<file path="src/rtl/i2cIsrPkg.sv">
package i2cIsrPkg;
  localparam int FLAG_W = 16;
  localparam int CODE_W = 7;
  localparam int ADDR_W = 10;
  localparam int CLR_W  = 14;

  localparam int BIT_TXE     = 0;
  localparam int BIT_TXIS    = 1;
  localparam int BIT_RXNE    = 2;
  localparam int BIT_ADDR    = 3;
  localparam int BIT_NACKF   = 4;
  localparam int BIT_STOPF   = 5;
  localparam int BIT_TC      = 6;
  localparam int BIT_TCR     = 7;
  localparam int BIT_BERR    = 8;
  localparam int BIT_ARLO    = 9;
  localparam int BIT_OVR     = 10;
  localparam int BIT_PECERR  = 11;
  localparam int BIT_TIMEOUT = 12;
  localparam int BIT_ALERT   = 13;
  localparam int BIT_BUSY    = 15;

  // flags that software may clear by writing one
  localparam logic [FLAG_W-1:0] W1C_MASK = 16'h3F38;
  // positions that hold state at all (bit 14 reserved)
  localparam logic [FLAG_W-1:0] USED_MASK = 16'hBFFF;
  localparam logic [FLAG_W-1:0] RESET_MASK = 16'h0001;
  localparam logic [FLAG_W-1:0] SMB_MASK = 16'h3800;

  localparam logic [4:0] TEN_BIT_HDR = 5'b11110;

  typedef struct packed {
    logic [FLAG_W-1:0] setMask;
    logic [FLAG_W-1:0] clrMask;
    logic [FLAG_W-1:0] killMask;
    logic              capture;
    logic [CODE_W-1:0] code;
    logic              dir;
    logic              nackReq;
  } isrStrobe_t;
endpackage

</file>
<file path="src/rtl/i2cIsrCtrl.sv">
module i2cIsrCtrl
  import i2cIsrPkg::*;
#(
  parameter bit SMB_SUPPORT = 1'b1,
  parameter int SYNC_STAGES = 2
) (
  input  logic              clk,
  input  logic              rstN,
  input  logic              periphEn,
  input  logic              swReset,
  input  logic              startDet,
  input  logic              stopDet,
  input  logic              addrMatch,
  input  logic              addrTenBit,
  input  logic [ADDR_W-1:0] rxAddr,
  input  logic              rxRead,
  input  logic              nackEv,
  input  logic              busErrEv,
  input  logic              arbLostEv,
  input  logic              overrunEv,
  input  logic              pecMismatch,
  input  logic              timeoutEv,
  input  logic              lowTimeoutEv,
  input  logic              smbAlertN,
  input  logic              smbHostMode,
  input  logic              alertEn,
  input  logic [4:0]        levelIn,
  input  logic [CLR_W-1:0]  clrStrobe,
  output isrStrobe_t        strobe
);
  localparam int LEVEL_N = 5;
  localparam int LEVEL_POS [LEVEL_N] = '{BIT_TXE, BIT_TXIS, BIT_RXNE, BIT_TC, BIT_TCR};

  logic disabled;
  logic alertFall;
  logic smbPecSet, smbToSet, smbAlertSet;
  logic [FLAG_W-1:0] smbKill;

  assign disabled = !periphEn || swReset;

  generate
    if (SMB_SUPPORT) begin : gSmb
      logic [SYNC_STAGES-1:0] alertSync;
      logic alertPrev;
      always_ff @(posedge clk or negedge rstN) begin
        if (!rstN) begin
          alertSync <= '1;
          alertPrev <= 1'b1;
        end else begin
          alertSync <= {alertSync[SYNC_STAGES-2:0], smbAlertN};
          alertPrev <= alertSync[SYNC_STAGES-1];
        end
      end
      assign alertFall   = alertPrev && !alertSync[SYNC_STAGES-1];
      assign smbPecSet   = pecMismatch;
      assign smbToSet    = timeoutEv || lowTimeoutEv;
      assign smbAlertSet = alertFall && smbHostMode && alertEn;
      assign smbKill     = disabled ? SMB_MASK : '0;
    end else begin : gNoSmb
      assign alertFall   = 1'b0;
      assign smbPecSet   = 1'b0;
      assign smbToSet    = 1'b0;
      assign smbAlertSet = 1'b0;
      assign smbKill     = SMB_MASK;
    end
  endgenerate

  always_comb begin
    strobe = '0;
    strobe.setMask[BIT_BUSY]    = startDet;
    strobe.setMask[BIT_STOPF]   = stopDet;
    strobe.setMask[BIT_ADDR]    = addrMatch;
    strobe.setMask[BIT_NACKF]   = nackEv;
    strobe.setMask[BIT_BERR]    = busErrEv;
    strobe.setMask[BIT_ARLO]    = arbLostEv;
    strobe.setMask[BIT_OVR]     = overrunEv;
    strobe.setMask[BIT_PECERR]  = smbPecSet;
    strobe.setMask[BIT_TIMEOUT] = smbToSet;
    strobe.setMask[BIT_ALERT]   = smbAlertSet;

    strobe.clrMask = {2'b00, clrStrobe} & W1C_MASK;
    strobe.clrMask[BIT_BUSY] = stopDet;

    for (int i = 0; i < LEVEL_N; i++) begin
      strobe.setMask[LEVEL_POS[i]] = levelIn[i];
      strobe.clrMask[LEVEL_POS[i]] = !levelIn[i];
    end

    strobe.killMask = smbKill;
    strobe.killMask[BIT_BUSY] = disabled;

    strobe.capture = addrMatch;
    strobe.code    = addrTenBit ? {TEN_BIT_HDR, rxAddr[ADDR_W-1:ADDR_W-2]}
                                : rxAddr[CODE_W-1:0];
    strobe.dir     = rxRead;
    strobe.nackReq = smbPecSet && !disabled;
  end
endmodule

</file>
<file path="src/rtl/i2cIsrDatapath.sv">
module i2cIsrDatapath
  import i2cIsrPkg::*;
(
  input  logic             clk,
  input  logic             rstN,
  input  isrStrobe_t       strobe,
  input  logic [CLR_W-1:0] irqEnable,
  output logic [31:0]      statusWord,
  output logic             irq,
  output logic             autoNack
);
  logic [FLAG_W-1:0] flags, flagsNext;
  logic [CODE_W-1:0] codeReg;
  logic              dirReg;

  always_comb begin
    for (int i = 0; i < FLAG_W; i++) begin
      if (!USED_MASK[i] || strobe.killMask[i]) flagsNext[i] = 1'b0;
      else if (strobe.setMask[i])              flagsNext[i] = 1'b1;
      else if (strobe.clrMask[i])              flagsNext[i] = 1'b0;
      else                                     flagsNext[i] = flags[i];
    end
  end

  always_ff @(posedge clk or negedge rstN) begin
    if (!rstN) begin
      flags    <= RESET_MASK;
      codeReg  <= '0;
      dirReg   <= 1'b0;
      autoNack <= 1'b0;
    end else begin
      flags    <= flagsNext;
      autoNack <= strobe.nackReq;
      if (strobe.capture) begin
        codeReg <= strobe.code;
        dirReg  <= strobe.dir;
      end
    end
  end

  assign statusWord = {8'h00, codeReg, dirReg, flags};
  assign irq = |(flags[CLR_W-1:0] & irqEnable);
endmodule

</file>
<file path="src/rtl/i2cIsrStatus.sv">
module i2cIsrStatus
  import i2cIsrPkg::*;
#(
  parameter bit SMB_SUPPORT = 1'b1,
  parameter int SYNC_STAGES = 2
) (
  input  logic        clk,
  input  logic        rstN,
  input  logic        periphEn,
  input  logic        swReset,
  input  logic        startDet,
  input  logic        stopDet,
  input  logic        addrMatch,
  input  logic        addrTenBit,
  input  logic [9:0]  rxAddr,
  input  logic        rxRead,
  input  logic        nackEv,
  input  logic        busErrEv,
  input  logic        arbLostEv,
  input  logic        overrunEv,
  input  logic        pecMismatch,
  input  logic        timeoutEv,
  input  logic        lowTimeoutEv,
  input  logic        smbAlertN,
  input  logic        smbHostMode,
  input  logic        alertEn,
  input  logic        reloadPending,
  input  logic        xferDone,
  input  logic        rxNotEmpty,
  input  logic        txIntReq,
  input  logic        txEmpty,
  input  logic [13:0] clrStrobe,
  input  logic [13:0] irqEnable,
  output logic [31:0] statusWord,
  output logic        irq,
  output logic        autoNack
);
  isrStrobe_t strobe;

  i2cIsrCtrl #(.SMB_SUPPORT(SMB_SUPPORT), .SYNC_STAGES(SYNC_STAGES)) ctrl (
    .clk(clk), .rstN(rstN), .periphEn(periphEn), .swReset(swReset),
    .startDet(startDet), .stopDet(stopDet), .addrMatch(addrMatch),
    .addrTenBit(addrTenBit), .rxAddr(rxAddr), .rxRead(rxRead),
    .nackEv(nackEv), .busErrEv(busErrEv), .arbLostEv(arbLostEv),
    .overrunEv(overrunEv), .pecMismatch(pecMismatch), .timeoutEv(timeoutEv),
    .lowTimeoutEv(lowTimeoutEv), .smbAlertN(smbAlertN),
    .smbHostMode(smbHostMode), .alertEn(alertEn),
    .levelIn({reloadPending, xferDone, rxNotEmpty, txIntReq, txEmpty}),
    .clrStrobe(clrStrobe), .strobe(strobe)
  );

  i2cIsrDatapath dp (
    .clk(clk), .rstN(rstN), .strobe(strobe), .irqEnable(irqEnable),
    .statusWord(statusWord), .irq(irq), .autoNack(autoNack)
  );
endmodule

</file>
<file path="config.mk">
export PLATFORM = sky130hd
export DESIGN_NAME = i2cIsrStatus
export DESIGN_NICKNAME = d
export VERILOG_FILES = /design/src/rtl/i2cIsrPkg.sv /design/src/rtl/i2cIsrCtrl.sv /design/src/rtl/i2cIsrDatapath.sv /design/src/rtl/i2cIsrStatus.sv
export SDC_FILE = /design/constraint.sdc
export NUM_CORES = 1
export LEC_CHECK = 0
export BUFFER_PORTS_ARGS = -buffer_cell sky130_fd_sc_hd__buf_2
export CAP_MARGIN = 10
export CORE_ASPECT_RATIO = 1.75
export CORE_MARGIN = 1
export CORE_UTILIZATION = 37
export CTS_CLUSTER_SIZE = 20
export DETAILED_ROUTE_END_ITERATION = 10
export PLACE_DENSITY = 0.82
export SYNTH_ARGS = -nofsm -noshare
export SYNTH_HDL_FRONTEND = slang
export SYNTH_SLANG_ARGS = --single-unit
</file>
<file path="constraint.sdc">
create_clock -name clk -period 1.4 [get_ports clk]
set_clock_uncertainty 0.2 [all_clocks]
set_input_delay 0.28 -clock clk [delete_from_list [all_inputs] [get_ports clk]]
set_output_delay 0.28 -clock clk [all_outputs]
set_load 0.01 [all_outputs]
</file>
==> results.toml <==
[pwr]
power_frac_comb_pct = 19.3
power_frac_clock_pct = 27.0
p_seq_share_pct = 53.8
p_int_w = 0.001211
peakVddDrop_mv = 0.8194
netSwitchingFraction_pct = 24.55
leakage_nw = 0.9299
power_w = 0.001606
p_per_area_nw_per_um2 = 925.2
p_switching_w = 0.0003941

[synthesis]
syn_inst = 89
synth_area_leaders = "dfrtp_1, dfstp_2, buf_4, a21o_1, a22oi_1"
yosysWarnings = 0
synth.distinct_cells = 21
synth_top_area_share_pct = 53.30
syn_area_um2 = 1080
synth_top_area_cell = "dfrtp_1"
ys_seq_area_share_pct = 63.04
synth_area_per_cell_um2 = 12.13
synth_seq_cells = 27

[floorplan]
die-height_um = 73.47
io_pins = 96
core_um2 = 2721
start_util_pct = 39.68
die_w_um = 42.84
die-area_um2 = 3147
placementRows = 25

[timing]
fin_setup_tns_ns = -0.5128
finalCriticalPeriod_ns = 1.815
rsz0062_at_grt = "yes"
hold_viol_final = 0
worst_slew_pin_slew_ns = 0.5671
slew_headroom_pct = 62.20
fmax_ghz = 0.5508
setup_viol = 3
layout_setup_ws_ns = -0.4155
slew_violations = 0
period_share_pct = 129.7
hold_slack_ns = 0.01321

[setup_path]
crit_chain = "a22o_1 > a221oi_2 > nand4_1 > buf_2"
end_kind = "primary output"
crit_path_start_kind = "flip-flop"
slowest_stage = "dfrtp_1"
crit_arrival_ns = 1.34
ff2ff_path_depth = 3
max_stage_delay_ns = 0.40
crit_path_start = "dp.flags[1]$_DFF_PN0_"
cp.required_ns = 0.92
r2r_start = "dp.flags[4]$_DFFE_PN0P_"
path_class = "reg2out"
cp_max_fo = 2

[final_layout]
nNetsFinal = 252
fin_util_pct = 63.77
n_antenna_cell = 0
area_delta_synth_final_pct = 60.72
finalNonFillerCells = 216
drive_gt1_share_pct = 51.32
fill_cells = 213

[route]
totalWireLength_um = 2641
drtIter0Drc = 14
firstDrtPassIters = 2
wl_per_cell_um = 12.23
via_per_inst = 4.722
via_count = 1020
route.antenna.remaining_nets = 0
post-route-drc-count = 0

[clocking]
h-tree-depth = 1
clock-sinks = 27
cts_tree = "yes"
cts.clk_slew.worst_paths_ns = 0.09
clk_latency_ns = 0.27
root_buffer = "clkbuf_8"
cts_buffers = 3
clk_path_buf_depth = 2

[hold_path]
hp-start = "rxAddr[5]"
hold_depth = 2
holdCritPathClass = "in2reg"

[grt]
grt_start_max_net_pins = 28
grt_usage_pct = 17.29
antenna_found_initial = 0
grt_first_pass_wirelength_um = 4015
grt-ovfl-total = 0
grt_pass1_vias = 1008

[job]
drv_cap = 0

[placed_design]
dp.cells = 198
io_buffer_count = 80
place.gp.congestion = 0.6943
dp_hpwl_um = 2024

[status]
status = "finished with violations"
violations = "negative setup slack"
[cell families (layout without fill, tap and decap cells)]
| kind of cell | count (synthesis) | after routing | share of synthesized area [%] |
|---|---|---|---|
| AND/OR/NAND/NOR | 13 | 13 | 6.606 |
| buffers and inverters | 21 | 113 | 10.89 |
| other | 1 | 9 | 0.3473 |
| AO/OA/AOI/OAI | 24 | 24 | 16.22 |
| flip-flops | 27 | 27 | 63.04 |
| multiplexers | 3 | 3 | 2.897 |
[metal layers]
layer  GRT usage (%)  routed length, µm  vias up
li1                -                  -      482
met1           16.53                870      467
met2           35.02               1512       69
met3           1.966                232        2
met4           7.292                 25        0
met5               0                  0        -
[sequential cells by signal (all words and copies together) (netlist names)]
name and flops:
dp.flags 15, dp.codeReg 7, ctrl.gSmb.alertSync 2, ctrl.gSmb.alertPrev 1
dp.autoNack 1, dp.dirReg 1
[synthesized netlist by cell type]
library cell	n
dfrtp_1	23
buf_4	10
inv_1	10
a21oi_1	6
a21o_1	5
a22oi_1	5
nand2b_1	5
nor2_1	5
dfstp_2	4
o22a_1	4
mux2i_1	2
a221oi_2	1
a22o_1	1
and3_1	1
buf_2	1
conb_1	1
mux2_2	1
nand4_1	1
nand4b_1	1
o21ai_0	1
o22ai_1	1
[power groups by stage]
stage	sequential [W]	clock (W)	combinational [W]
3_3_place_gp	0.000873	0	0.000253
2_1_floorplan	0.000896	0	0.0000996
4_1_cts	0.000861	0.000452	0.000309
3_5_place_dp	0.000876	0	0.000261
5_1_grt	0.000869	0.000483	0.000341
6_report	0.000863	0.000433	0.000309
[per-stage QoR]
step           setup slack (ns)  area [µm²]
2_1_floorplan          -0.02101        1110
3_3_place_gp            -0.1354        1501
3_5_place_dp            -0.1392        1501
4_1_cts                 -0.4050        1728
5_1_grt                 -0.4526        1735
6_report                -0.4155        1735
[repair_timing]
item,CTS,global route
gates resized for setup,8,3
buffers inserted,3,2
pin swaps,1,0
hold endpoints to repair,34,0
setup endpoints to repair,7,7
hold buffers,12,0
[worst paths after layout]
kind                       slack, ns                               end
hold / removal                  0.01         dp.codeReg[5]$_DFFE_PN0P_
max in group asynchronous       0.29         dp.codeReg[0]$_DFFE_PN0P_
setup / recovery               -0.42                               irq
setup reg to reg                0.31           dp.flags[4]$_DFFE_PN0P_
min in group asynchronous       0.32          dp.flags[15]$_DFFE_PN0P_
hold reg to reg                 0.17  ctrl.gSmb.alertSync[1]$_DFF_PN1_
[layout make-up]
class,count,area (µm²),share of cell area [%]
clock buffer,3,41.29,2.379
clock inverter,1,7.507,0.4326
inverter,10,37.54,2.163
multi-input combinational,49,311.5,17.95
sequential,27,680.7,39.22
tap,27,33.78,1.947
timing repair buffer,99,623.1,35.90
[worst max-delay path, delay by kind of cell, from the launching register on]
kind,cells,cell delay (ns)
buf+inv,1,0.15
compound gates,2,0.40
flops,1,0.40
simple gates,1,0.11
[cell usage in the layout, fill, tap and decap left out, types with 2 or more instances in the layout]
cell           instances
nand2b_1               5
o22a_1                 4
clkbuf_8               3
nor2_1                 5
inv_1                 10
buf_4                  2
a22oi_1                5
a21o_1                 5
dfrtp_1               23
conb_1                 9
dlygate4sd3_1         12
mux2i_1                2
buf_2                 75
dfstp_2                4
buf_6                 10
a21oi_1                6
No activity file was read; power rests on OpenSTA's default activity.
